===== src/rtl/interval_timer_pkg.sv =====
package interval_timer_pkg;

    typedef enum logic [2:0] {
        FN_TCFLAG  = 3'd0,
        FN_ONESHOT = 3'd1,
        FN_RATE    = 3'd2,
        FN_SQUARE  = 3'd3,
        FN_SWSTB   = 3'd4,
        FN_HWSTB   = 3'd5,
        FN_EVENT   = 3'd6
    } fn_e;

    localparam int CW_BCD_BIT   = 3;
    localparam int CW_LATCH_BIT = 7;

endpackage


===== src/rtl/it_decrement.sv =====
module it_decrement #(
    parameter int W = 16
) (
    input  logic [W-1:0] val,
    input  logic         bcd,
    output logic [W-1:0] nxt
);
    localparam int DIGITS = W / 4;

    logic [W-1:0]      bcd_nxt;
    logic [DIGITS-1:0] borrow;

    assign borrow[0] = 1'b1;

    for (genvar i = 0; i < DIGITS; i++) begin : g_digit
        logic [3:0] d;
        assign d = val[4*i +: 4];
        assign bcd_nxt[4*i +: 4] = !borrow[i] ? d : ((d == 4'd0) ? 4'd9 : d - 4'd1);
        if (i < DIGITS - 1) begin : g_borrow
            assign borrow[i+1] = borrow[i] && (d == 4'd0);
        end
    end

    assign nxt = bcd ? bcd_nxt : val - 1'b1;

    function automatic logic is_bcd(input logic [W-1:0] v);
        is_bcd = 1'b1;
        for (int i = 0; i < DIGITS; i++) begin
            if (v[4*i +: 4] > 4'd9) is_bcd = 1'b0;
        end
    endfunction

    always_comb begin
        if (bcd && is_bcd(val)) begin

            dec_bcd_valid_chk: assert (is_bcd(nxt));
        end
    end
endmodule


===== src/rtl/it_halve.sv =====
module it_halve #(
    parameter int W = 16
) (
    input  logic [W-1:0] val,
    input  logic         bcd,
    output logic [W-1:0] half
);
    localparam int DIGITS = W / 4;

    logic [W-1:0] bcd_half;

    for (genvar i = 0; i < DIGITS; i++) begin : g_digit
        if (i == DIGITS - 1) begin : g_top
            assign bcd_half[4*i +: 4] = {1'b0, val[4*i+1 +: 3]};
        end else begin : g_low
            assign bcd_half[4*i +: 4] = {1'b0, val[4*i+1 +: 3]} + (val[4*i+4] ? 4'd5 : 4'd0);
        end
    end

    assign half = bcd ? bcd_half : (val >> 1);
endmodule


===== src/rtl/it_readback.sv =====
module it_readback #(
    parameter int W = 16
) (
    input  logic         clk,
    input  logic         rst_n,
    input  logic [W-1:0] cnt,
    input  logic         latch_cmd,
    input  logic         clr,
    input  logic         rd_en,
    output logic [7:0]   rd_data
);
    localparam int BYTES = W / 8;
    localparam int PW    = (BYTES > 1) ? $clog2(BYTES) : 1;

    typedef struct packed {
        logic          latched;
        logic [W-1:0]  snap;
        logic [PW-1:0] ptr;
    } rb_t;

    rb_t rb_d, rb_q;
    logic [W-1:0] src;

    always_comb begin
        rb_d = rb_q;
        if (clr) begin
            rb_d.latched = 1'b0;
            rb_d.ptr     = '0;
        end else if (latch_cmd) begin
            if (!rb_q.latched) begin
                rb_d.latched = 1'b1;
                rb_d.snap    = cnt;
                rb_d.ptr     = '0;
            end
        end else if (rd_en) begin
            if (rb_q.ptr == PW'(BYTES - 1)) begin
                rb_d.ptr     = '0;
                rb_d.latched = 1'b0;
            end else begin
                rb_d.ptr = rb_q.ptr + 1'b1;
            end
        end
    end

    always_ff @(posedge clk) begin
        if (!rst_n) rb_q <= '0;
        else        rb_q <= rb_d;
    end

    assign src     = rb_q.latched ? rb_q.snap : cnt;
    assign rd_data = src[8*rb_q.ptr +: 8];


    snap_hold_chk: assert property (@(posedge clk) disable iff (!rst_n)
        (rb_q.latched && !clr) |=> $stable(rb_q.snap));
endmodule


===== src/rtl/interval_timer.sv =====
module interval_timer
    import interval_timer_pkg::*;
#(
    parameter int W = 16
) (
    input  logic       clk,
    input  logic       rst_n,
    input  logic       tick,
    input  logic       gate,
    input  logic       wr_en,
    input  logic       wr_ctl,
    input  logic [7:0] wr_data,
    input  logic       rd_en,
    output logic [7:0] rd_data,
    output logic       out
);
    localparam int LOW_W = W - 8;

    typedef struct packed {
        fn_e            fn;
        logic           bcd;
        logic           out;
        logic           armed;
        logic           pend;
        logic           wptr;
        logic           gate_q;
        logic [LOW_W-1:0] lsb;
        logic [W-1:0]   reload;
        logic [W-1:0]   half;
        logic [W-1:0]   cnt;
    } st_t;

    st_t s_d, s_q;

    logic [W-1:0] dec_val, half_val, new_n;
    logic ctl_wr, cnt_wr, latch_cmd, mode_wr, gate_rise;
    logic trig_fn, strobe_fn, periodic_fn, low_start_fn;
    fn_e  new_fn;

    assign ctl_wr    = wr_en && wr_ctl;
    assign cnt_wr    = wr_en && !wr_ctl;
    assign latch_cmd = ctl_wr && wr_data[CW_LATCH_BIT];
    assign mode_wr   = ctl_wr && !wr_data[CW_LATCH_BIT];
    assign gate_rise = gate && !s_q.gate_q;
    assign new_n     = {wr_data, s_q.lsb};
    assign new_fn    = (wr_data[2:0] == 3'd7) ? FN_EVENT : fn_e'(wr_data[2:0]);

    assign trig_fn      = (s_q.fn == FN_ONESHOT) || (s_q.fn == FN_HWSTB);
    assign strobe_fn    = (s_q.fn == FN_SWSTB) || (s_q.fn == FN_HWSTB);
    assign periodic_fn  = (s_q.fn == FN_RATE) || (s_q.fn == FN_SQUARE);
    assign low_start_fn = (s_q.fn == FN_TCFLAG) || (s_q.fn == FN_EVENT);

    it_decrement #(.W(W)) u_dec (.val(s_q.cnt), .bcd(s_q.bcd), .nxt(dec_val));
    it_halve     #(.W(W)) u_half (.val(new_n), .bcd(s_q.bcd), .half(half_val));

    always_comb begin
        s_d        = s_q;
        s_d.gate_q = gate;

        if (tick) begin
            if (s_q.pend) begin
                s_d.pend  = 1'b0;
                s_d.armed = 1'b1;
                s_d.cnt   = s_q.reload;
                s_d.out   = !(low_start_fn || s_q.fn == FN_ONESHOT);
            end else if (periodic_fn && s_q.armed) begin
                if (s_q.cnt == W'(1)) begin
                    s_d.cnt = s_q.reload;
                    s_d.out = 1'b1;
                end else begin
                    s_d.cnt = dec_val;
                    if (s_q.fn == FN_RATE && dec_val == W'(1)) s_d.out = 1'b0;
                    if (s_q.fn == FN_SQUARE && dec_val == s_q.half) s_d.out = 1'b0;
                end
            end else if (s_q.fn != FN_EVENT || gate) begin
                s_d.cnt = dec_val;
                if (strobe_fn && !s_q.out) s_d.out = 1'b1;
                if (s_q.armed && dec_val == '0) begin
                    s_d.armed = 1'b0;
                    s_d.out   = !strobe_fn;
                end
            end
        end

        if (cnt_wr) begin
            if (!s_q.wptr) begin
                s_d.lsb  = wr_data;
                s_d.wptr = 1'b1;
            end else begin
                s_d.reload = new_n;
                s_d.half   = half_val;
                s_d.wptr   = 1'b0;
                if (s_q.fn != FN_HWSTB) s_d.pend = 1'b1;
                if (low_start_fn) begin
                    s_d.out   = 1'b0;
                    s_d.armed = 1'b0;
                end
            end
        end

        if (trig_fn && gate_rise) s_d.pend = 1'b1;

        if (mode_wr) begin
            s_d.fn    = new_fn;
            s_d.bcd   = wr_data[CW_BCD_BIT];
            s_d.out   = !(new_fn == FN_TCFLAG || new_fn == FN_EVENT);
            s_d.armed = 1'b0;
            s_d.pend  = 1'b0;
            s_d.wptr  = 1'b0;
        end
    end

    always_ff @(posedge clk) begin
        if (!rst_n) s_q <= '0;
        else        s_q <= s_d;
    end

    it_readback #(.W(W)) u_rb (
        .clk(clk), .rst_n(rst_n), .cnt(s_q.cnt), .latch_cmd(latch_cmd),
        .clr(mode_wr), .rd_en(rd_en), .rd_data(rd_data)
    );

    assign out = s_q.out;


    cnt_idle_chk: assert property (@(posedge clk) disable iff (!rst_n)
        !tick |=> $stable(s_q.cnt));


    tc_hold_chk: assert property (@(posedge clk) disable iff (!rst_n)
        (s_q.fn == FN_TCFLAG && s_q.out && !cnt_wr && !mode_wr) |=> s_q.out);


    rate_pulse_chk: assert property (@(posedge clk) disable iff (!rst_n)
        (s_q.fn == FN_RATE && !s_q.out && tick && !mode_wr) |=> s_q.out);


    strobe_width_chk: assert property (@(posedge clk) disable iff (!rst_n)
        (strobe_fn && !s_q.out && tick && !mode_wr) |=> s_q.out);
endmodule


===== config.mk =====
export PLATFORM = sky130hd
export DESIGN_NAME = interval_timer
export DESIGN_NICKNAME = d
export VERILOG_FILES = /design/src/rtl/interval_timer_pkg.sv /design/src/rtl/it_decrement.sv /design/src/rtl/it_halve.sv /design/src/rtl/it_readback.sv /design/src/rtl/interval_timer.sv
export SDC_FILE = /design/constraint.sdc
export NUM_CORES = 1
export LEC_CHECK = 0
export BUFFER_PORTS_ARGS = -buffer_cell sky130_fd_sc_hd__buf_2
export CORE_MARGIN = 1.5
export CORE_UTILIZATION = 50
export DETAILED_ROUTE_END_ITERATION = 6
export GPL_ROUTABILITY_DRIVEN = 1
export PLACE_DENSITY = 0.67
export RECOVER_POWER = 25
export SETUP_SLACK_MARGIN = 0.15
export SKIP_CTS_REPAIR_TIMING = 1
export SLEW_MARGIN = 20
export SYNTH_ARGS = -nofsm -noshare
export SYNTH_HDL_FRONTEND = slang
export SYNTH_SLANG_ARGS = --single-unit

===== constraint.sdc =====
create_clock -name clk -period 3.7 [get_ports clk]
set_input_delay 0.37 -clock clk [delete_from_list [all_inputs] [get_ports clk]]
set_output_delay 0.37 -clock clk [all_outputs]
set_load 0.05 [all_outputs]

==> flow_summary.toml, run 1 <==
[outcome]
status = "complete, no violations"

[drt]
wire_per_inst_um = 17.9
wirelength_um = 12000
drt_iter0_markers = 251
drc_errors = 0
vias = 4029
drtPass1Iterations = 5
drt.antenna.violating_nets = 0
vias_per_cell = 6.04

[floorplanning]
die_x_um = 97.1
placementRows = 34
die_h_um = 97.1
fp.dieArea_mm2 = 0.00943
start_util_pct = 51.3
io_pins = 24
core_area_mm2 = 0.00864

[sta]
skew_ns = 0.00935
slew_headroom_pct = 34.8
slew_viol_final = 0
worst_slew_pin_slew_ns = 0.975
period_minus_slack_ns = 2.98
rsz0062_at_grt = "no"
timing.final.ws_setup_ns = 0.718
max_freq_mhz = 335
finalSetupViolCount = 0
finalCritPeriodShare_pct = 80.6
tns_ns = 0
hold_violations = 0

[cells_and_area]
nNetsFinal = 582
diodes = 0
nFillCells = 841
drive_gt1_share_pct = 11.6
syn2layout_area_growth_pct = 10.3

[yosys]
synth.top_cells.by_count = "100 x nand2_1, 79 x dfxtp_1, 71 x a21oi_1, 54 x nor2_1, 35 x clkbuf_1"
synth_ff_type = "dfxtp_1"
synth_fp_nets = 579
synth_top_area_share_pct = 35.7
yosysTopAreaCell = "dfxtp_1"
synth-edff-count = 0
ys_types = 56
avgSynthCellArea_um2 = 8.03
syn_inst = 551
yosys.cell_count.top_type = "nand2_1"
ys_ff_latch = 79
ys_warn_count = 0
syn_area_mm2 = 0.00443
yosysSeqAreaShare_pct = 35.7
yosys-top-cells-area = "dfxtp_1 36%, nand2_1 8.5%, a21oi_1 8.0%"
async_flop_share_pct = 0

[clock_network]
htreeDepth = 3
path_clk_slew_ns = 0.09
cts_buffer_depth = 2
worstSkewPairLatency_ns = 0.36
root_buffer = "clkbuf_8"
cts_made_buffers = 9
cts.sinks = 79
cts_tree = "done"

[grt]
grt_pass1_wl_um = 19600
grt_pass1_vias = 3699
antenna_found_initial = 0
groute.usage.overall_pct = 26.1
grt_max_degree = 68
grt-ovfl-total = 0

[setup_path]
worstSetupStartpointType = "register"
worstPathMaxFanout = 11
end_kind = "register"
crit_type = "register to register"
cp.arrival_ns = 3.28
cp.required_ns = 3.99

[power_and_ir_drop]
ir_worst_vdd_mv = 0.265
leakagePower_nw = 1.76
power.density_mw_per_mm2 = 508

[min_path]
hp-class = "input pin to register"

[place]
portBuffers = 23
place_hpwl_um = 8640
dp_slack_ns = 0.828
gp_congestion = 1.00

[job]
max_cap_violations = 0
## state kept, by name (all words and copies together), names as in the netlist
register and count:
s_q 52, new_n 8, u_rb.rb_q 18, out 1
## path summary, 6_finish.rpt
path / start / end / slack (ns) / cells past startpoint
setup / recovery: s_q[2] / out / 0.72 / 9
hold / removal: wr_data[6] / s_q[46] / 0.26 / 3
setup reg to reg: s_q[2] / out / 0.72 / 9
hold reg to reg: u_rb.rb_q[7] / u_rb.rb_q[7] / 0.46 / 2
## report_power, final
group | internal, W | switching, W | total (W)
clock network | 0.000588 | 0.000336 | 0.000924
logic | 0.000232 | 0.000361 | 0.000593
registers | 0.000889 | 0.0000719 | 0.000961
## per-layer routing
layer	vias to the layer above	part of all wire, %	global-route usage [%]
li1	1957	-	-
met3	19	5.5	4.96
met5	-	0	0
met1	1932	46	35.5
met2	121	47	41.2
met4	0	1.7	9.59
## layout by cell type (no fill, tap or decap), types with 3 or more instances in the layout
| cell type | count |
|---|---|
| a211oi_1 | 16 |
| a21oi_1 | 71 |
| a31oi_1 | 4 |
| and2_1 | 4 |
| buf_2 | 20 |
| buf_4 | 9 |
| bufinv_16 | 5 |
| clkbuf_1 | 3 |
| clkbuf_8 | 9 |
| dfxtp_1 | 79 |
| ha_1 | 13 |
| inv_1 | 5 |
| mux2i_1 | 15 |
| mux4_2 | 7 |
| nand2_1 | 100 |
| nand2b_1 | 4 |
| nand3_1 | 7 |
| nand3b_1 | 6 |
| nand4_1 | 7 |
| nor2_1 | 54 |
| nor2b_1 | 5 |
| nor3_1 | 13 |
| nor4_1 | 3 |
| o211ai_1 | 6 |
| o21ai_0 | 15 |
| or3_1 | 7 |
| xnor2_1 | 18 |
| xor2_1 | 10 |
## metrics by stage
step / cell area (µm²) / util, % / hold slack (ns) / power, W / instances
after global routing: 4880 / 56.5 / 0.257 / 0.00258 / 667
after global placement: 4590 / 53.1 / 0.437 / 0.00156 / 651
final: 4880 / 56.5 / 0.257 / 0.00248 / 667
after floorplan: 4430 / - / 0.431 / 0.00141 / 551
after CTS: 4880 / 56.5 / 0.254 / 0.00248 / 667
after detailed placement: 4590 / 53.1 / 0.448 / 0.00156 / 651
## area by class of cell
type | instances | area, µm² | area share (%)
Clock buffer | 9 | 124 | 2.54
Clock inverter | 7 | 168 | 3.44
Inverter | 6 | 23.8 | 0.487
Multi-Input combinational cell | 426 | 2670 | 54.7
Sequential cell | 79 | 1580 | 32.4
Tap cell | 108 | 135 | 2.77
Timing Repair Buffer | 32 | 179 | 3.67
## cell families after synthesis
kind of cell	synth area share, %
simple gates	23.5
mux	7.80
xor+xnor	5.54
buf+inv	4.13
flops	35.7
compound gates	19.6
fa+ha+maj	3.67
## critical path: stages, from the launching register on
cell      delay (ns)
dfxtp_1         0.36
buf_4           0.19
or4_4           0.57
a211oi_1        0.62
nand3_1         0.27
xnor2_1         0.20
nor3_1          0.31
and3_1          0.22
o21ai_1         0.06
o21ai_1         0.12
(Power assumes the default switching activity.)
==> run 2, diff against run 1 <==
ABC_AREA = 1   (was default)
clock period = 2.8 ns   (was 3.7 ns; I/O delays follow)
==> flow_summary.toml, run 2 <==
[cells_and_area]
layout_common_cells = "188 x nand2_1, 96 x a21oi_1, 79 x dfxtp_1"
syn2layout_area_growth_pct = 8.99
design_area_mm2 = 0.00537
regMostFlops = "s_q"
mostFrequentLayoutCell = "nand2_1"
drive_gt1_share_pct = 11.6
largest_reg_flops = 52
fin_util_pct = 55.4
nNetsFinal = 819
diodes = 0

[clock_network]
htreeDepth = 3
cts_buffer_depth = 2
path_clk_slew_ns = 0.08
worstSkewPairLatency_ns = 0.37
root_buffer = "clkbuf_8"
cts.sinks = 79
cts_made_buffers = 9
cts_tree = "done"

[yosys]
synth-edff-count = 0
synth_fp_nets = 806
ys_warn_count = 0
synth.top_cells.by_count = "188 x nand2_1, 96 x a21oi_1, 79 x dfxtp_1, 79 x nor2_1, 70 x inv_1"
synth_ff_type = "dfxtp_1"
yosys.cell_count.top_type = "nand2_1"
yosys-top-cells-area = "dfxtp_1 32%, nand2_1 14%, a21oi_1 9.8%"
ys_ff_latch = 79
synth_top_area_share_pct = 32.1
syn_inst = 778
avgSynthCellArea_um2 = 6.33
async_flop_share_pct = 0
yosysSeqAreaShare_pct = 32.1
syn_area_mm2 = 0.00493
ys_types = 37
yosysTopAreaCell = "dfxtp_1"

[min_path]
min-delay-start = "gate"
holdPathStages = 3
hp-class = "input pin to register"
holdPathEnd = "s_q[56]"

[drt]
vias = 5147
vias_per_cell = 5.54
drt.antenna.violating_nets = 0
drt_iter0_markers = 370
wirelength_um = 14400
wire_per_inst_um = 15.5
drc_errors = 0
drtPass1Iterations = 5

[sta]
timing.final.ws_setup_ns = 0.391
slew_viol_final = 38
max_freq_mhz = 415
tns_ns = 0
finalCritPeriodShare_pct = 86.0
rsz0062_at_grt = "no"
period_minus_slack_ns = 2.41
worst_slew_pin_slew_ns = 1.51
slew_headroom_pct = -0.823
skew_ns = 0.00699
hold_violations = 0
finalSetupViolCount = 0

[floorplanning]
io_pins = 24
die_h_um = 102
fp.dieArea_mm2 = 0.0105
core_area_mm2 = 0.00968
die_x_um = 102
start_util_pct = 50.9
placementRows = 36

[setup_path]
worstPathMaxFanout = 7
r2r-end = "out"
cp.arrival_ns = 2.65
slowest_stage = "dfxtp_1"
crit_type = "register to register"
end_kind = "register"
r2r_slack_ns = 0.39
cpMostUsedCell = "nand2_1"
worstSetupStartpointType = "register"
r2r-start = "s_q[0]"
reg2reg_depth = 19
slowest_delay_ns = 0.46
cp.required_ns = 3.04
cp_cell_sequence = "inv_2 > ha_2 > inv_1 > nand2_1 > inv_1 > nand2_1 > nand2_1 > nor2_1 > nand3_1 > nor2_1 > nand2_1 > nor2_1 > nand3_1 > nand2_1 > a21oi_2 > nand2_1 > nand2_1 > nand2_1 > a21oi_2"

[place]
portBuffers = 23
place_hpwl_um = 10700
gp_congestion = 0.946
placed_area_mm2 = 0.00515
dp_slack_ns = 0.283

[grt]
grtUsageMet3_pct = 5.06
grt_max_degree = 38
grt-ovfl-total = 0
grt_use_met1_pct = 40.1
busiest_layer = "met2"
antenna_found_initial = 0
gr-usage-met2_pct = 46.2
groute.usage.overall_pct = 29.3
grt_pass1_wl_um = 23600
grt_pass1_vias = 4656

[job]
max_cap_violations = 1

[outcome]
status = "finished with violations"
violations = "max-capacitance violations, max-slew violations"

[power_and_ir_drop]
ir_worst_vdd_mv = 0.309
power.density_mw_per_mm2 = 596
leakagePower_nw = 2.37
[run 2: where the power goes]
group	switching (W)	total, W	internal (W)
registers	0.0000769	0.00126	0.00118
clock network	0.000445	0.000904	0.000459
logic	0.000716	0.00104	0.000323
[run 2: cell families (layout without fill, tap and decap cells)]
group,count (synthesis),in the layout,synth area share (%)
xor gates and xnor gates,1,1,0.178
DFF,79,79,32.1
adders and majority gates,13,13,3.30
and+or+nand+nor,377,377,33.6
buffers and inverters,115,133,9.63
AOI/OAI and AO/OA,193,193,21.2
[run 2: worst max-delay path by stage]
stage,startpoint,end,slack [ns],cells after the start
4_1_cts,s_q[0],out,0.27,19
3_3_place_gp,s_q[0],out,0.30,19
5_1_grt,s_q[4],out,0.16,18
6_report,s_q[0],out,0.39,19
2_1_floorplan,s_q[0],out,0.57,19
3_5_place_dp,s_q[0],out,0.28,19
[run 2: final cells by class]
type | instances | area (µm²)
Tap cell | 133 | 166
Multi-Input combinational cell | 584 | 2900
Sequential cell | 79 | 1580
Inverter | 79 | 297
Fill cell | 1004 | 4320
Timing Repair Buffer | 38 | 214
Clock buffer | 11 | 151
Clock inverter | 5 | 56.3
[run 2: worst max-delay path: cells and delay by family, from the launching register on]
| kind | cells | cell delay (ns) |
|---|---|---|
| adders and majority gates | 1 | 0.33 |
| buffers and inverters | 3 | 0.24 |
| AOI/OAI and AO/OA | 2 | 0.10 |
| and+or+nand+nor | 13 | 1.16 |
| DFF | 1 | 0.46 |
[run 2: routing by layer]
layer / wire [µm] / vias to the layer above / share of wire [%]
met5: 0 / - / 0
met4: 386 / 0 / 2.7
met3: 1060 / 34 / 7.4
met2: 6630 / 222 / 46
met1: 6300 / 2296 / 44
li1: - / 2595 / -
[run 2: metrics by stage]
stage	hold slack [ns]	power, W	std cells
2_1_floorplan	0.373	0.00204	778
3_3_place_gp	0.448	0.00228	913
3_5_place_dp	0.453	0.00229	913
4_1_cts	0.117	0.00319	929
5_1_grt	0.134	0.00340	929
6_report	0.128	0.00320	929
==> run 3, diff against run 2 <==
CTS_BUF_LIST = sky130_fd_sc_hd__clkbuf_16   (was default)
==> flow_summary.toml, run 3 (same netlist as run 2, synthesis figures left out) <==
[clock_network]
worstSkewPairLatency_ns = 0.34
cts.sinks = 79
cts_tree = "done"
cts_buffer_depth = 2
path_clk_slew_ns = 0.06
htreeDepth = 3
root_buffer = "clkbuf_16"
cts_made_buffers = 9

[drt]
drc_errors = 0
vias_per_cell = 5.58
drt_iter0_markers = 399
wirelength_um = 14700
drt.antenna.violating_nets = 0
drtPass1Iterations = 5
wire_per_inst_um = 15.8
vias = 5187

[setup_path]
crit_type = "register to register"
worstPathMaxFanout = 12
end_kind = "register"
cp.required_ns = 3.02
worstSetupStartpointType = "register"
cp.arrival_ns = 2.61

[sta]
skew_ns = 0.00553
slew_headroom_pct = -5.24
tns_ns = 0
slew_viol_final = 38
worst_slew_pin_slew_ns = 1.58
hold_violations = 0
finalSetupViolCount = 0
max_freq_mhz = 418
timing.final.ws_setup_ns = 0.406
finalCritPeriodShare_pct = 85.5
period_minus_slack_ns = 2.39
rsz0062_at_grt = "no"

[min_path]
hp-class = "input pin to register"

[grt]
grt_max_degree = 38
grt_pass1_wl_um = 23700
grt-ovfl-total = 0
grt_pass1_vias = 4679
antenna_found_initial = 0
groute.usage.overall_pct = 29.6

[place]
dp_slack_ns = 0.283
gp_congestion = 0.946
placed_cells = 913
portBuffers = 23
placed_area_mm2 = 0.00515
place_hpwl_um = 10700

[power_and_ir_drop]
leakagePower_nw = 2.40
power.density_mw_per_mm2 = 636
ir_worst_vdd_mv = 0.329

[floorplanning]
die_x_um = 102
io_pins = 24
placementRows = 36
core_area_mm2 = 0.00968
fp.dieArea_mm2 = 0.0105
start_util_pct = 50.9
die_h_um = 102

[job]
max_cap_violations = 1

[outcome]
violations = "max-capacitance violations, max-slew violations"
status = "finished with violations"

[cells_and_area]
nNetsFinal = 819
largest_reg_flops = 52
layout_common_cells = "188 x nand2_1, 96 x a21oi_1, 79 x dfxtp_1"
instances_no_fill = 929
diodes = 0
drive_gt1_share_pct = 11.3
syn2layout_area_growth_pct = 10.6
regMostFlops = "s_q"
multi_input_area_mm2 = 0.00290
regArea_mm2 = 0.00158
nFillCells = 994
mostFrequentLayoutCell = "nand2_1"
design_area_mm2 = 0.00545
==> run 3: cell types whose count changed in the layout (fill, tap and decap cells not counted), sizes merged <==
cell,before,now
clkinv,6,8
clkbuf,16,14
==> run 3: power by group <==
group,switching (W),internal (W)
combinational,0.000718,0.000323
sequential,0.0000777,0.00118
clock,0.000482,0.000683
==> run 3: area by class of cell <==
| cell class | count | share of cell area, % |
|---|---|---|
| Sequential cell | 79 | 29.0 |
| Clock buffer | 9 | 4.13 |
| Tap cell | 133 | 3.05 |
| Inverter | 79 | 5.44 |
| Clock inverter | 7 | 1.17 |
| Timing Repair Buffer | 38 | 3.93 |
| Multi-Input combinational cell | 584 | 53.3 |
==> run 3: path summary, 6_finish.rpt <==
check	startpoint	end	slack, ns	depth (start not counted)
hold / removal	gate	s_q[56]	0.15	3
hold reg to reg	new_n[0]	new_n[0]	0.46	2
setup reg to reg	s_q[4]	s_q[7]	0.41	12
setup / recovery	s_q[4]	s_q[7]	0.41	12
==> run 3: routing by layer <==
metal	track usage (%)	wire length, µm	vias up
li1	-	-	2602
met1	39.9	6500	2350
met2	46.9	6790	199
met3	5.13	928	36
met4	12.4	433	0
met5	0	0	-
==> run 3: per-stage QoR <==
step	total power (W)	utilization (%)	hold slack [ns]
after floorplan	0.00204	-	0.373
after global placement	0.00228	53.2	0.448
after detailed placement	0.00229	53.2	0.453
after CTS	0.00345	56.2	0.150
after global routing	0.00366	56.3	0.165
final	0.00347	56.3	0.151
==> run 3: critical path, stage by stage, from the launching register on <==
cell and delay (ns):
dfxtp_1 0.41, nor2_4 0.24, nand2_2 0.12, nor2_1 0.21, nand3_1 0.14, nor2_1 0.19
nand4_1 0.10, nand2_1 0.15, inv_1 0.21, o21ai_0 0.25, a21oi_1 0.06, a21oi_1 0.13
nor2_1 0.05
